`config.mk`:
```
export PLATFORM = sky130hd
export DESIGN_NAME = fsr_unit
export DESIGN_NICKNAME = d
export VERILOG_FILES = /design/src/rtl/fsr_pkg.sv /design/src/rtl/fsr_strobe_sync.sv /design/src/rtl/fsr_state.sv /design/src/rtl/fsr_unit.sv
export SDC_FILE = /design/constraint.sdc
export NUM_CORES = 1
export LEC_CHECK = 0
export BUFFER_PORTS_ARGS = -buffer_cell sky130_fd_sc_hd__buf_4
export CAP_MARGIN = 20
export CORE_ASPECT_RATIO = 1.1
export CORE_MARGIN = 4
export CORE_UTILIZATION = 49
export DETAILED_ROUTE_END_ITERATION = 10
export PLACE_DENSITY = 0.73
export SLEW_MARGIN = 20
export SYNTH_ARGS = -nofsm -noshare
export SYNTH_HDL_FRONTEND = slang
export SYNTH_HIERARCHICAL = 1
export SYNTH_SLANG_ARGS = --single-unit
```
`constraint.sdc`:
```
create_clock -name clk -period 1.7 [get_ports clk]
set_input_delay 0.34 -clock clk [delete_from_list [all_inputs] [get_ports clk]]
set_output_delay 0.34 -clock clk [all_outputs]
set_load 0.05 [all_outputs]
```
`src/rtl/fsr_pkg.sv`:
```
package fsr_pkg;
  localparam int SR_W   = 8;
  localparam int ERR_W  = 4;
  localparam int B_RDY  = 7;
  localparam int B_ESUS = 6;
  localparam int B_EERR = 5;
  localparam int B_PERR = 4;
  localparam int B_VERR = 3;
  localparam int B_PSUS = 2;
  localparam int B_BANK = 1;
  localparam int B_BUF  = 0;
  localparam logic [SR_W-1:0] SR_RESET = 8'h80;
endpackage

```
`src/rtl/fsr_strobe_sync.sv`:
```
module fsr_strobe_sync #(
  parameter int W = 2
) (
  input  logic         clk,
  input  logic         rst_n,
  input  logic [W-1:0] async_n_i,
  output logic [W-1:0] lvl_n_o,
  output logic [W-1:0] fall_o
);
  for (genvar g = 0; g < W; g++) begin : g_ch
    logic s1_q, s2_q, s3_q;
    always_ff @(posedge clk or negedge rst_n) begin
      if (!rst_n) begin
        s1_q <= 1'b1;
        s2_q <= 1'b1;
        s3_q <= 1'b1;
      end else begin
        s1_q <= async_n_i[g];
        s2_q <= s1_q;
        s3_q <= s2_q;
      end
    end
    assign lvl_n_o[g] = s2_q;
    assign fall_o[g]  = s3_q & ~s2_q;
  end
endmodule

```
`src/rtl/fsr_state.sv`:
```
module fsr_state
  import fsr_pkg::*;
#(
  parameter int BANK_W = 2
) (
  input  logic              clk,
  input  logic              rst_n,
  input  logic              op_start_i,
  input  logic              op_done_i,
  input  logic [BANK_W-1:0] op_bank_i,
  input  logic [BANK_W-1:0] addr_bank_i,
  input  logic              esus_set_i,
  input  logic              esus_clr_i,
  input  logic              psus_set_i,
  input  logic              psus_clr_i,
  input  logic [ERR_W-1:0]  err_i,
  input  logic              clr_i,
  input  logic              buf_set_i,
  input  logic              buf_clr_i,
  input  logic              rd_array_i,
  output logic [SR_W-1:0]   live_o,
  output logic              err_pend_o,
  output logic              redirect_o
);
  logic              busy_q, esus_q, psus_q, buf_q, ra_seen_q;
  logic [BANK_W-1:0] bank_q;
  logic [ERR_W-1:0]  err_q;

  always_ff @(posedge clk or negedge rst_n) begin
    if (!rst_n) begin
      busy_q    <= 1'b0;
      bank_q    <= '0;
      ra_seen_q <= 1'b0;
    end else begin
      if (op_start_i) begin
        busy_q    <= 1'b1;
        bank_q    <= op_bank_i;
        ra_seen_q <= 1'b0;
      end else begin
        if (op_done_i)  busy_q    <= 1'b0;
        if (rd_array_i) ra_seen_q <= 1'b1;
      end
    end
  end

  always_ff @(posedge clk or negedge rst_n) begin
    if (!rst_n) begin
      esus_q <= 1'b0;
      psus_q <= 1'b0;
      buf_q  <= 1'b0;
    end else begin
      if (esus_set_i)      esus_q <= 1'b1;
      else if (esus_clr_i) esus_q <= 1'b0;
      if (psus_set_i)      psus_q <= 1'b1;
      else if (psus_clr_i) psus_q <= 1'b0;
      if (buf_set_i)       buf_q  <= 1'b1;
      else if (buf_clr_i)  buf_q  <= 1'b0;
    end
  end

  // sticky errors: a new failure beats a clear arriving in the same cycle
  always_ff @(posedge clk or negedge rst_n) begin
    if (!rst_n)     err_q <= '0;
    else if (clr_i) err_q <= err_i;
    else            err_q <= err_q | err_i;
  end

  always_comb begin
    live_o         = '0;
    live_o[B_RDY]  = ~busy_q;
    live_o[B_ESUS] = esus_q;
    live_o[B_EERR] = err_q[3];
    live_o[B_PERR] = err_q[2];
    live_o[B_VERR] = err_q[1];
    live_o[B_PSUS] = psus_q;
    live_o[B_BANK] = busy_q ? (bank_q != addr_bank_i) : err_q[0];
    live_o[B_BUF]  = buf_q;
  end

  assign err_pend_o = |err_q;
  assign redirect_o = busy_q & ~ra_seen_q & (bank_q == addr_bank_i);

  // without a clear, no latched error bit drops
  p_err_sticky_r3: assert property (@(posedge clk) disable iff (!rst_n)
    !clr_i |=> ((err_q & $past(err_q)) == $past(err_q)));
  // a start pulse makes the ready bit low next cycle
  p_busy_after_start_r1: assert property (@(posedge clk) disable iff (!rst_n)
    op_start_i |=> !live_o[B_RDY]);
  // pending flag only rises after an error pulse
  p_errpend_cause_r7: assert property (@(posedge clk) disable iff (!rst_n)
    $rose(err_pend_o) |-> $past(|err_i));
  // redirect only while busy
  p_redirect_busy_r8: assert property (@(posedge clk) disable iff (!rst_n)
    redirect_o |-> !live_o[B_RDY]);
endmodule

```
`src/rtl/fsr_unit.sv`:
```
module fsr_unit
  import fsr_pkg::*;
#(
  parameter int BANK_W = 2
) (
  input  logic              clk,
  input  logic              rst_n,
  input  logic              op_start_i,
  input  logic              op_done_i,
  input  logic [BANK_W-1:0] op_bank_i,
  input  logic [BANK_W-1:0] addr_bank_i,
  input  logic              esus_set_i,
  input  logic              esus_clr_i,
  input  logic              psus_set_i,
  input  logic              psus_clr_i,
  input  logic [3:0]        err_i,
  input  logic              clr_i,
  input  logic              buf_set_i,
  input  logic              buf_clr_i,
  input  logic              rd_array_i,
  input  logic              ce_n_i,
  input  logic              oe_n_i,
  output logic [7:0]        stat_o,
  output logic              err_pend_o,
  output logic              redirect_o
);
  localparam int NSTB = 2;  // index 0 = chip-enable, 1 = output-enable

  logic [SR_W-1:0] live;
  logic [NSTB-1:0] lvl_n, fall;
  logic            hold_q, src_q;
  logic [SR_W-1:0] stat_q;

  fsr_state #(.BANK_W(BANK_W)) state_i (
    .clk(clk), .rst_n(rst_n),
    .op_start_i(op_start_i), .op_done_i(op_done_i),
    .op_bank_i(op_bank_i), .addr_bank_i(addr_bank_i),
    .esus_set_i(esus_set_i), .esus_clr_i(esus_clr_i),
    .psus_set_i(psus_set_i), .psus_clr_i(psus_clr_i),
    .err_i(err_i), .clr_i(clr_i),
    .buf_set_i(buf_set_i), .buf_clr_i(buf_clr_i),
    .rd_array_i(rd_array_i),
    .live_o(live), .err_pend_o(err_pend_o), .redirect_o(redirect_o)
  );

  fsr_strobe_sync #(.W(NSTB)) sync_i (
    .clk(clk), .rst_n(rst_n),
    .async_n_i({oe_n_i, ce_n_i}),
    .lvl_n_o(lvl_n), .fall_o(fall)
  );

  always_ff @(posedge clk or negedge rst_n) begin
    if (!rst_n) begin
      hold_q <= 1'b0;
      src_q  <= 1'b0;
      stat_q <= SR_RESET;
    end else if (hold_q) begin
      if (lvl_n[src_q]) hold_q <= 1'b0;
    end else if (|fall) begin
      hold_q <= 1'b1;
      src_q  <= ~fall[0];
      stat_q <= live;
    end
  end

  assign stat_o = stat_q;

  // while the capturing strobe stays low the byte is frozen
  p_hold_frozen_r6: assert property (@(posedge clk) disable iff (!rst_n)
    (hold_q && !lvl_n[src_q]) |=> $stable(stat_o));
  // byte only moves on a synchronized falling edge
  p_load_on_edge_r6: assert property (@(posedge clk) disable iff (!rst_n)
    !$stable(stat_o) |-> $past(|fall));
endmodule

```
Word level (Yosys, flattened, before mapping). Index checks and enable logic that the tools add are counted.

Output and inout port bits: 10. Bits of input ports: 22. Register bits after elaboration: 27. Word-level logic and storage cells: 55.

Equality and inequality tests: 2. Mux-type cells: 17. Bitwise gates (word level): 11. Order comparisons: 1. Reductions and logical operators: 8.

Operator list (count): two-way mux 1 bit (16); nonzero test 2 bit (5); inverter 1 bit (6); bitwise AND 1 bit (4); two-way mux 4 bit (1); OR 4 bit (1); OR reduction 4 bit (1); equality test 2 bit (1); < comparator 1 x 2 -> 1 bit, second input constant (1); inequality test 2 bit (1); AND reduction 2 bit (1); OR reduction 2 bit (1).

Logic depth before layout (Yosys ltp). Gate-level depths: netlist (run 1).

Depth after elaboration: 5. Mapped depth: 3. Depth with buffers taken out: 3.

By module. Netlist (run 1), hierarchy kept.

Modules (own cells, without submodules): fsr_state (area an instance 475.5 um^2, instances 1, cells each 40, seq. area each 275.3 um^2); fsr_unit (area an instance 402.9 um^2, instances 1, cells each 25, seq. area each 251.5 um^2); fsr_strobe_sync (area an instance 200.2 um^2, instances 1, cells each 10, seq. area each 157.7 um^2).

Least setup slack after synthesis (run 1). OpenSTA, ideal clock, no wires.

Kind: reg2out. Start: register state_i.err_q[2]. End: output err_pend_o. Path buffers: 0. Arrival time: 1.137 ns. Path slack: 0.223 ns. Stages on the path, launching flop included: 2. Data required time: 1.360 ns. Cell sequence: dfrtp_1 or4_1.

Word-level cells in the longest chain between the ends: 1.

RTL lines: from (decl) (RTL line fsr_state.sv:27) `logic [ERR_W-1:0] err_q;`; from (signal assigned) (RTL line fsr_state.sv:64) `else if (clr_i) err_q <= err_i;`; from (signal assigned) (RTL line fsr_state.sv:65) `else err_q <= err_q | err_i;`; OR reduction 4 bit (RTL line fsr_state.sv:80) `assign err_pend_o = |err_q;`; to (decl) (RTL line fsr_unit.sv:24) `output logic err_pend_o,`.

No other way between the ends.

Worst setup path in the final report (run 1). Ends and elaborated chain as after synthesis.

==> results.py, run 1 <==
metrics = {
    "worst_hold_path": {
        "hold_path_depth": 1,
        "hold_class": "primary input to flip-flop",
    },
    "place": {
        "port_buffers": 31,
        "place_area_sq_um": 1286,
        "placedCellCount": 126,
        "globalplace.congestion": 0.6900,
        "post-dp-hpwl_mm": 1.369,
    },
    "sta": {
        "slew_viol_final": 0,
        "period_share_pct": 102.5,
        "fmax_ghz": 0.5738,
        "clock_skew_ns": 0.002717,
        "worst_pin_slew_ns": 0.3250,
        "setup-violations-final": 1,
        "rsz0062_at_grt": "true",
        "slew_headroom_pct": 78.34,
        "finalCriticalPeriod_ns": 1.743,
        "fin_ws_ns": -0.04263,
        "fin_tns_setup_ns": -0.04263,
        "hold_violations": 0,
    },
    "floorplan": {
        "start_util_pct": 52.82,
        "floorplan.die_area_sq_um": 3016,
        "row_count": 17,
        "core_region_area_sq_um": 2042,
        "die_x_um": 52.73,
        "dieHeight_um": 57.21,
        "ios": 32,
    },
    "synthesis": {
        "yosys_warnings": 6,
        "synth_top_family_by_area": "multiplexers",
        "synth.distinct_cells": 19,
        "syn_avg_cell_area_sq_um": 14.38,
        "synth_seq_cells": 27,
        "syn-cell-area_sq_um": 1079,
        "ys_top_cells_by_area": "dfrtp_1, dfstp_2, mux2_2, buf_4, a21o_1",
        "yosys.area_share.simple_pct": 6.497,
        "ys_seq_area_share_pct": 63.46,
        "synth_xor_area_share_pct": 1.624,
        "async_flop_share_pct": 100.0,
        "syn_nets": 97,
        "yosys.area_share.adder_pct": 0,
        "synthMuxAreaShare_pct": 11.48,
        "synth_compound_area_share_pct": 9.281,
        "synth_top_area_share_pct": 46.40,
        "synth_edf_count": 0,
        "synth_largest_area_cell": "dfrtp_1",
        "synth-main-ff-cell": "dfrtp_1",
        "syn_inst": 75,
    },
    "route": {
        "wirelength_mm": 1.729,
        "wl_per_cell_um": 13.00,
        "antenna_left": 0,
        "drt_pre_antenna_iters": 3,
        "drcViolationCount": 0,
        "post_drt_via_cell_ratio": 4.797,
        "num_vias": 638,
        "drt_iter0_markers": 2,
    },
    "global_route": {
        "antenna_found_initial": 0,
        "grt_start_max_net_pins": 28,
        "grt_pass1_vias": 716,
        "grtUsageTotal_pct": 13.50,
        "grt_pass1_wl_mm": 2.967,
        "grt_overflow": 0,
    },
    "pwr": {
        "p_sw_mw": 0.7324,
        "pwr-share-seq_pct": 45.8,
        "powerDensity_nw_per_um2": 1424,
        "p_int_mw": 1.210,
        "combPwrFrac_pct": 41.1,
        "p_leak_nw": 0.6477,
        "clkPwrFrac_pct": 13.1,
        "vdd_drop_max_v": 0.0008356,
        "total_power_mw": 1.942,
        "netSwitchingFraction_pct": 37.71,
    },
    "worst_setup_path": {
        "required_ns": 1.36,
        "crit_fanout": 2,
        "reg2regPathDepth": 3,
        "critPathCaptureType": "output pin",
        "critPathLaunchType": "flip-flop",
        "cp-endpoint": "err_pend_o",
        "r2r_slack_ns": 0.29,
        "critPathLaunch": "state_i/err_q[2]$_DFF_PN0_",
        "critPathKind": "flip-flop to output pin",
        "r2r-start": "sync_i/g_ch[0].s2_q$_DFF_PN1_",
        "r2r_end": "stat_o[2]$_DFFE_PN0P_",
        "crit_arrival_ns": 1.40,
    },
    "cts": {
        "h-tree-depth": 1,
        "cts_made_buffers": 3,
        "worst_skew_pair.late_latency_ns": 0.30,
        "cts_tree": "done",
        "cts.sinks": 27,
        "root_buffer": "clkbuf_4",
        "clk_pin_slew_ns": 0.13,
        "clock_path_buffers": 2,
    },
    "final_layout": {
        "fin_cells": 133,
        "diodes": 0,
        "finish.net_count": 128,
        "final_core_util_pct": 66.79,
        "areaGrowthSynthToFinish_pct": 26.45,
        "design_area_sq_um": 1364,
        "drive_gt1_share_pct": 59.05,
    },
    "run_status": {
        "violations": "setup timing",
        "status": "complete, but fails checks",
    },
    "flow_run": {
        "drv_cap": 0,
    },
}
[flip-flops by register name, summed over array words and instances (netlist names), 2 cells and up]
register          count
sync_i/g_ch.s3_q      2
state_i/err_q         4
state_i/bank_q        2
sync_i/g_ch.s2_q      2
stat_o                8
sync_i/g_ch.s1_q      2
[cell usage after synthesis (2+ instances only)]
cell type	instances
inv_1	6
nor2b_4	2
dfstp_2	7
xnor2_1	2
mux2_2	11
nor2_1	3
buf_4	8
dfrtp_1	20
a21o_1	6
[worst max-delay path, cell delays in order, from the launching register on]
cell     delay (ns)
dfrtp_1        0.40
or4_4          0.53
buf_6          0.17
[through the flow]
| step | worst slack [ns] | hold slack (ns) |
|---|---|---|
| 2_1_floorplan | 0.2231 | 0.04441 |
| 3_3_place_gp | 0.2745 | 0.2644 |
| 3_5_place_dp | 0.2595 | 0.2684 |
| 4_1_cts | -0.06576 | 0.1126 |
| 5_1_grt | -0.1086 | 0.09645 |
| 6_report | -0.04263 | 0.1306 |
[worst min path at each step]
| stage | start | endpoint |
|---|---|---|
| global placement | rst_n | state_i/esus_q$_DFFE_PN0P_ |
| finish | ce_n_i | sync_i/g_ch[0].s1_q$_DFF_PN1_ |
| detailed placement | rst_n | stat_o[6]$_DFFE_PN0P_ |
| global route | oe_n_i | sync_i/g_ch[1].s1_q$_DFF_PN1_ |
| floorplan | rst_n | hold_q$_DFF_PN0_ |
| CTS | oe_n_i | sync_i/g_ch[1].s1_q$_DFF_PN1_ |
[layout make-up]
cell class,count,area [sq um]
well taps,28,35.03
flip-flops and latches,27,684.4
multi-input cells,34,330.3
inverters,6,22.52
clock buffers,4,26.28
repair buffers,34,265.3
fillers,180,678.2
[cells in the final DEF, fill, tap and decap left out]
master | synthesis | layout
clkbuf_4 | 0 | 3
a21o_2 | 1 | 1
nor2_1 | 3 | 3
buf_4 | 8 | 31
a21oi_1 | 1 | 1
xnor2_2 | 0 | 2
a21o_1 | 6 | 6
and2b_2 | 1 | 1
mux2_2 | 11 | 11
o21bai_1 | 1 | 1
o21bai_4 | 1 | 1
clkbuf_1 | 0 | 1
a2bb2oi_1 | 1 | 1
nor3_1 | 1 | 1
nor2b_4 | 2 | 2
dlygate4sd3_1 | 0 | 1
dfrtp_1 | 20 | 20
and4b_1 | 1 | 1
or4_4 | 0 | 1
buf_6 | 0 | 2
inv_1 | 6 | 6
a31oi_1 | 1 | 1
dfstp_2 | 7 | 7
[cell families after synthesis]
logic type                Yosys count
AOI/OAI and AO/OA                  12
xor gates and xnor gates            2
DFF                                27
buffers and inverters              14
and+or+nand+nor                     9
muxes                              11
[per-layer routing]
metal  vias up  global-route usage, %  share of wire, %
met3         2                  4.178               6.4
met1       313                  13.87                36
met5         -                      0                 0
met4         0                  5.474              0.58
li1        306                      -                 -
met2        17                  24.65                57
[power by group through the flow]
stage               Clock [mW]  Combinational, mW  Sequential [mW]
global route             0.300              0.846            0.908
CTS                      0.273              0.801            0.889
detailed placement           0              0.792            0.903
floorplan                    0              0.232             1.22
global placement             0              0.779            0.892
finish                   0.255              0.799            0.889
[repair_timing]
action | CTS | global route
buffers inserted | 2 | 0
setup endpoints to repair | 1 | 2
endpoints found under the hold margin | 20 | 0
hold buffers | 1 | 0
resized for setup | 2 | 3
Power figures use the tool's default switching activity.
==> run 2, diff against run 1 <==
Settings changed: CORE_UTILIZATION 49 to 35, PLACE_DENSITY 0.73 to 0.55.
==> results.py, run 2 (synthesis gave the netlist of run 1 again) <==
metrics = {
    "sta": {
        "slew_viol_final": 0,
        "fin_tns_setup_ns": -0.04973,
        "period_share_pct": 102.9,
        "fin_ws_ns": -0.04973,
        "clock_skew_ns": 0.005275,
        "slew_headroom_pct": 77.74,
        "setup-violations-final": 1,
        "finalCriticalPeriod_ns": 1.750,
        "rsz0062_at_grt": "true",
        "hold_violations": 0,
        "worst_pin_slew_ns": 0.3340,
        "fmax_ghz": 0.5715,
        "holdWs_ns": 0.1232,
    },
    "cts": {
        "root_buffer": "clkbuf_4",
        "worst_skew_pair.late_latency_ns": 0.31,
        "clock_path_buffers": 2,
        "cts_made_buffers": 3,
        "clk_pin_slew_ns": 0.13,
        "cts.sinks": 27,
        "h-tree-depth": 1,
        "cts_tree": "done",
    },
    "final_layout": {
        "largest_register_ffs": 8,
        "areaGrowthSynthToFinish_pct": 26.33,
        "drive_gt1_share_pct": 58.10,
        "diodes": 0,
        "final_common_cell": "buf_4",
        "finish.net_count": 128,
        "mostFrequentLayoutCells": "buf_4, dfrtp_1, mux2_2",
    },
    "route": {
        "num_vias": 632,
        "wl_per_cell_um": 12.14,
        "drcViolationCount": 0,
        "drt-met1-wl_um": 683,
        "drt_iter0_markers": 16,
        "met2_length_um": 844,
        "drt_pre_antenna_iters": 3,
        "wirelength_mm": 1.675,
        "post_drt_via_cell_ratio": 4.580,
        "antenna_left": 0,
        "wl_met3_um": 129,
        "highest_layer": "met4",
    },
    "floorplan": {
        "ios": 32,
        "die_x_um": 60.93,
        "floorplan.die_area_sq_um": 4035,
        "start_util_pct": 37.81,
        "row_count": 20,
        "core_region_area_sq_um": 2853,
        "dieHeight_um": 66.22,
    },
    "flow_run": {
        "drv_cap": 0,
    },
    "worst_setup_path": {
        "crit_fanout": 2,
        "reg2regPathDepth": 3,
        "cp_slowest_stage_delay_ns": 0.53,
        "critPathKind": "flip-flop to output pin",
        "critPathSlowestCell": "or4_4",
        "cp.depth": 2,
        "critPathCaptureType": "output pin",
        "cpLargestDelayFamily": "simple AND/OR/NAND/NOR gates",
        "critPathLaunchType": "flip-flop",
        "crit_chain": "or4_4 -> buf_6",
        "required_ns": 1.36,
        "crit_arrival_ns": 1.41,
        "crit_buf_inv": 1,
    },
    "pwr": {
        "p_leak_nw": 0.6421,
        "total_power_mw": 1.937,
        "powerDensity_nw_per_um2": 1421,
        "vdd_drop_max_v": 0.0008584,
    },
    "global_route": {
        "grt_start_max_net_pins": 28,
        "grt_pass1_vias": 712,
        "antenna_found_initial": 0,
        "grt_pass1_wl_mm": 2.994,
        "grtUsageTotal_pct": 9.924,
        "grt_overflow": 0,
    },
    "run_status": {
        "status": "complete, but fails checks",
        "violations": "setup timing",
    },
    "worst_hold_path": {
        "hold_path_depth": 1,
        "hold_class": "primary input to flip-flop",
    },
    "place": {
        "globalplace.congestion": 0.6737,
        "dp_slack_ns": 0.2575,
        "post-dp-hpwl_mm": 1.290,
        "port_buffers": 31,
    },
}
[run 2: cell counts in the layout (fill, tap and decap cells not counted)]
No cell type changed its count.
[run 2: cell type report]
| type | instances | area, sq um |
|---|---|---|
| well taps | 33 | 41.29 |
| fillers | 280 | 1490 |
| clock buffers | 4 | 26.28 |
| flip-flops and latches | 27 | 684.4 |
| repair buffers | 34 | 265.3 |
| inverters | 6 | 22.52 |
| multi-input cells | 34 | 322.8 |
[run 2: layer usage]
metal	vias to the layer above	track usage (%)
li1	305	-
met1	307	11.51
met2	18	16.04
met3	2	3.320
met4	0	4.878
met5	-	0
[run 2: path summary, 6_finish.rpt]
path	startpoint	end	slack [ns]
worst max-delay path	state_i/err_q[2]$_DFF_PN0_	err_pend_o	-0.05
worst min-delay path	ce_n_i	sync_i/g_ch[0].s1_q$_DFF_PN1_	0.12
worst max register to register	sync_i/g_ch[0].s2_q$_DFF_PN1_	stat_o[6]$_DFFE_PN0P_	0.30
worst min register to register	sync_i/g_ch[0].s1_q$_DFF_PN1_	sync_i/g_ch[0].s2_q$_DFF_PN1_	0.36
max in group asynchronous	rst_n	stat_o[7]$_DFFE_PN1P_	0.95
min in group asynchronous	rst_n	state_i/bank_q[0]$_DFFE_PN0P_	0.44
[run 2: through the flow]
step / utilization, % / cell area [sq um] / instances
after floorplan: - / 1079 / 75
after detailed placement: 45.31 / 1292 / 131
after global placement: 45.31 / 1292 / 131
after global routing: 47.76 / 1363 / 138
after CTS: 47.37 / 1351 / 138
final: 47.76 / 1363 / 138
[run 2: power by group]
group | switching [mW] | internal (mW)
registers | 0.0850 | 0.798
logic | 0.474 | 0.317
clock network | 0.171 | 0.0915
total | 0.730 | 1.21
[run 2: what timing repair did]
action,in CTS,in global routing
hold buffers,1,0
buffers inserted,2,0
setup endpoints to repair,1,2
endpoints found under the hold margin,20,0
pin swaps,0,0
gates cloned,0,0
resized for setup,2,2
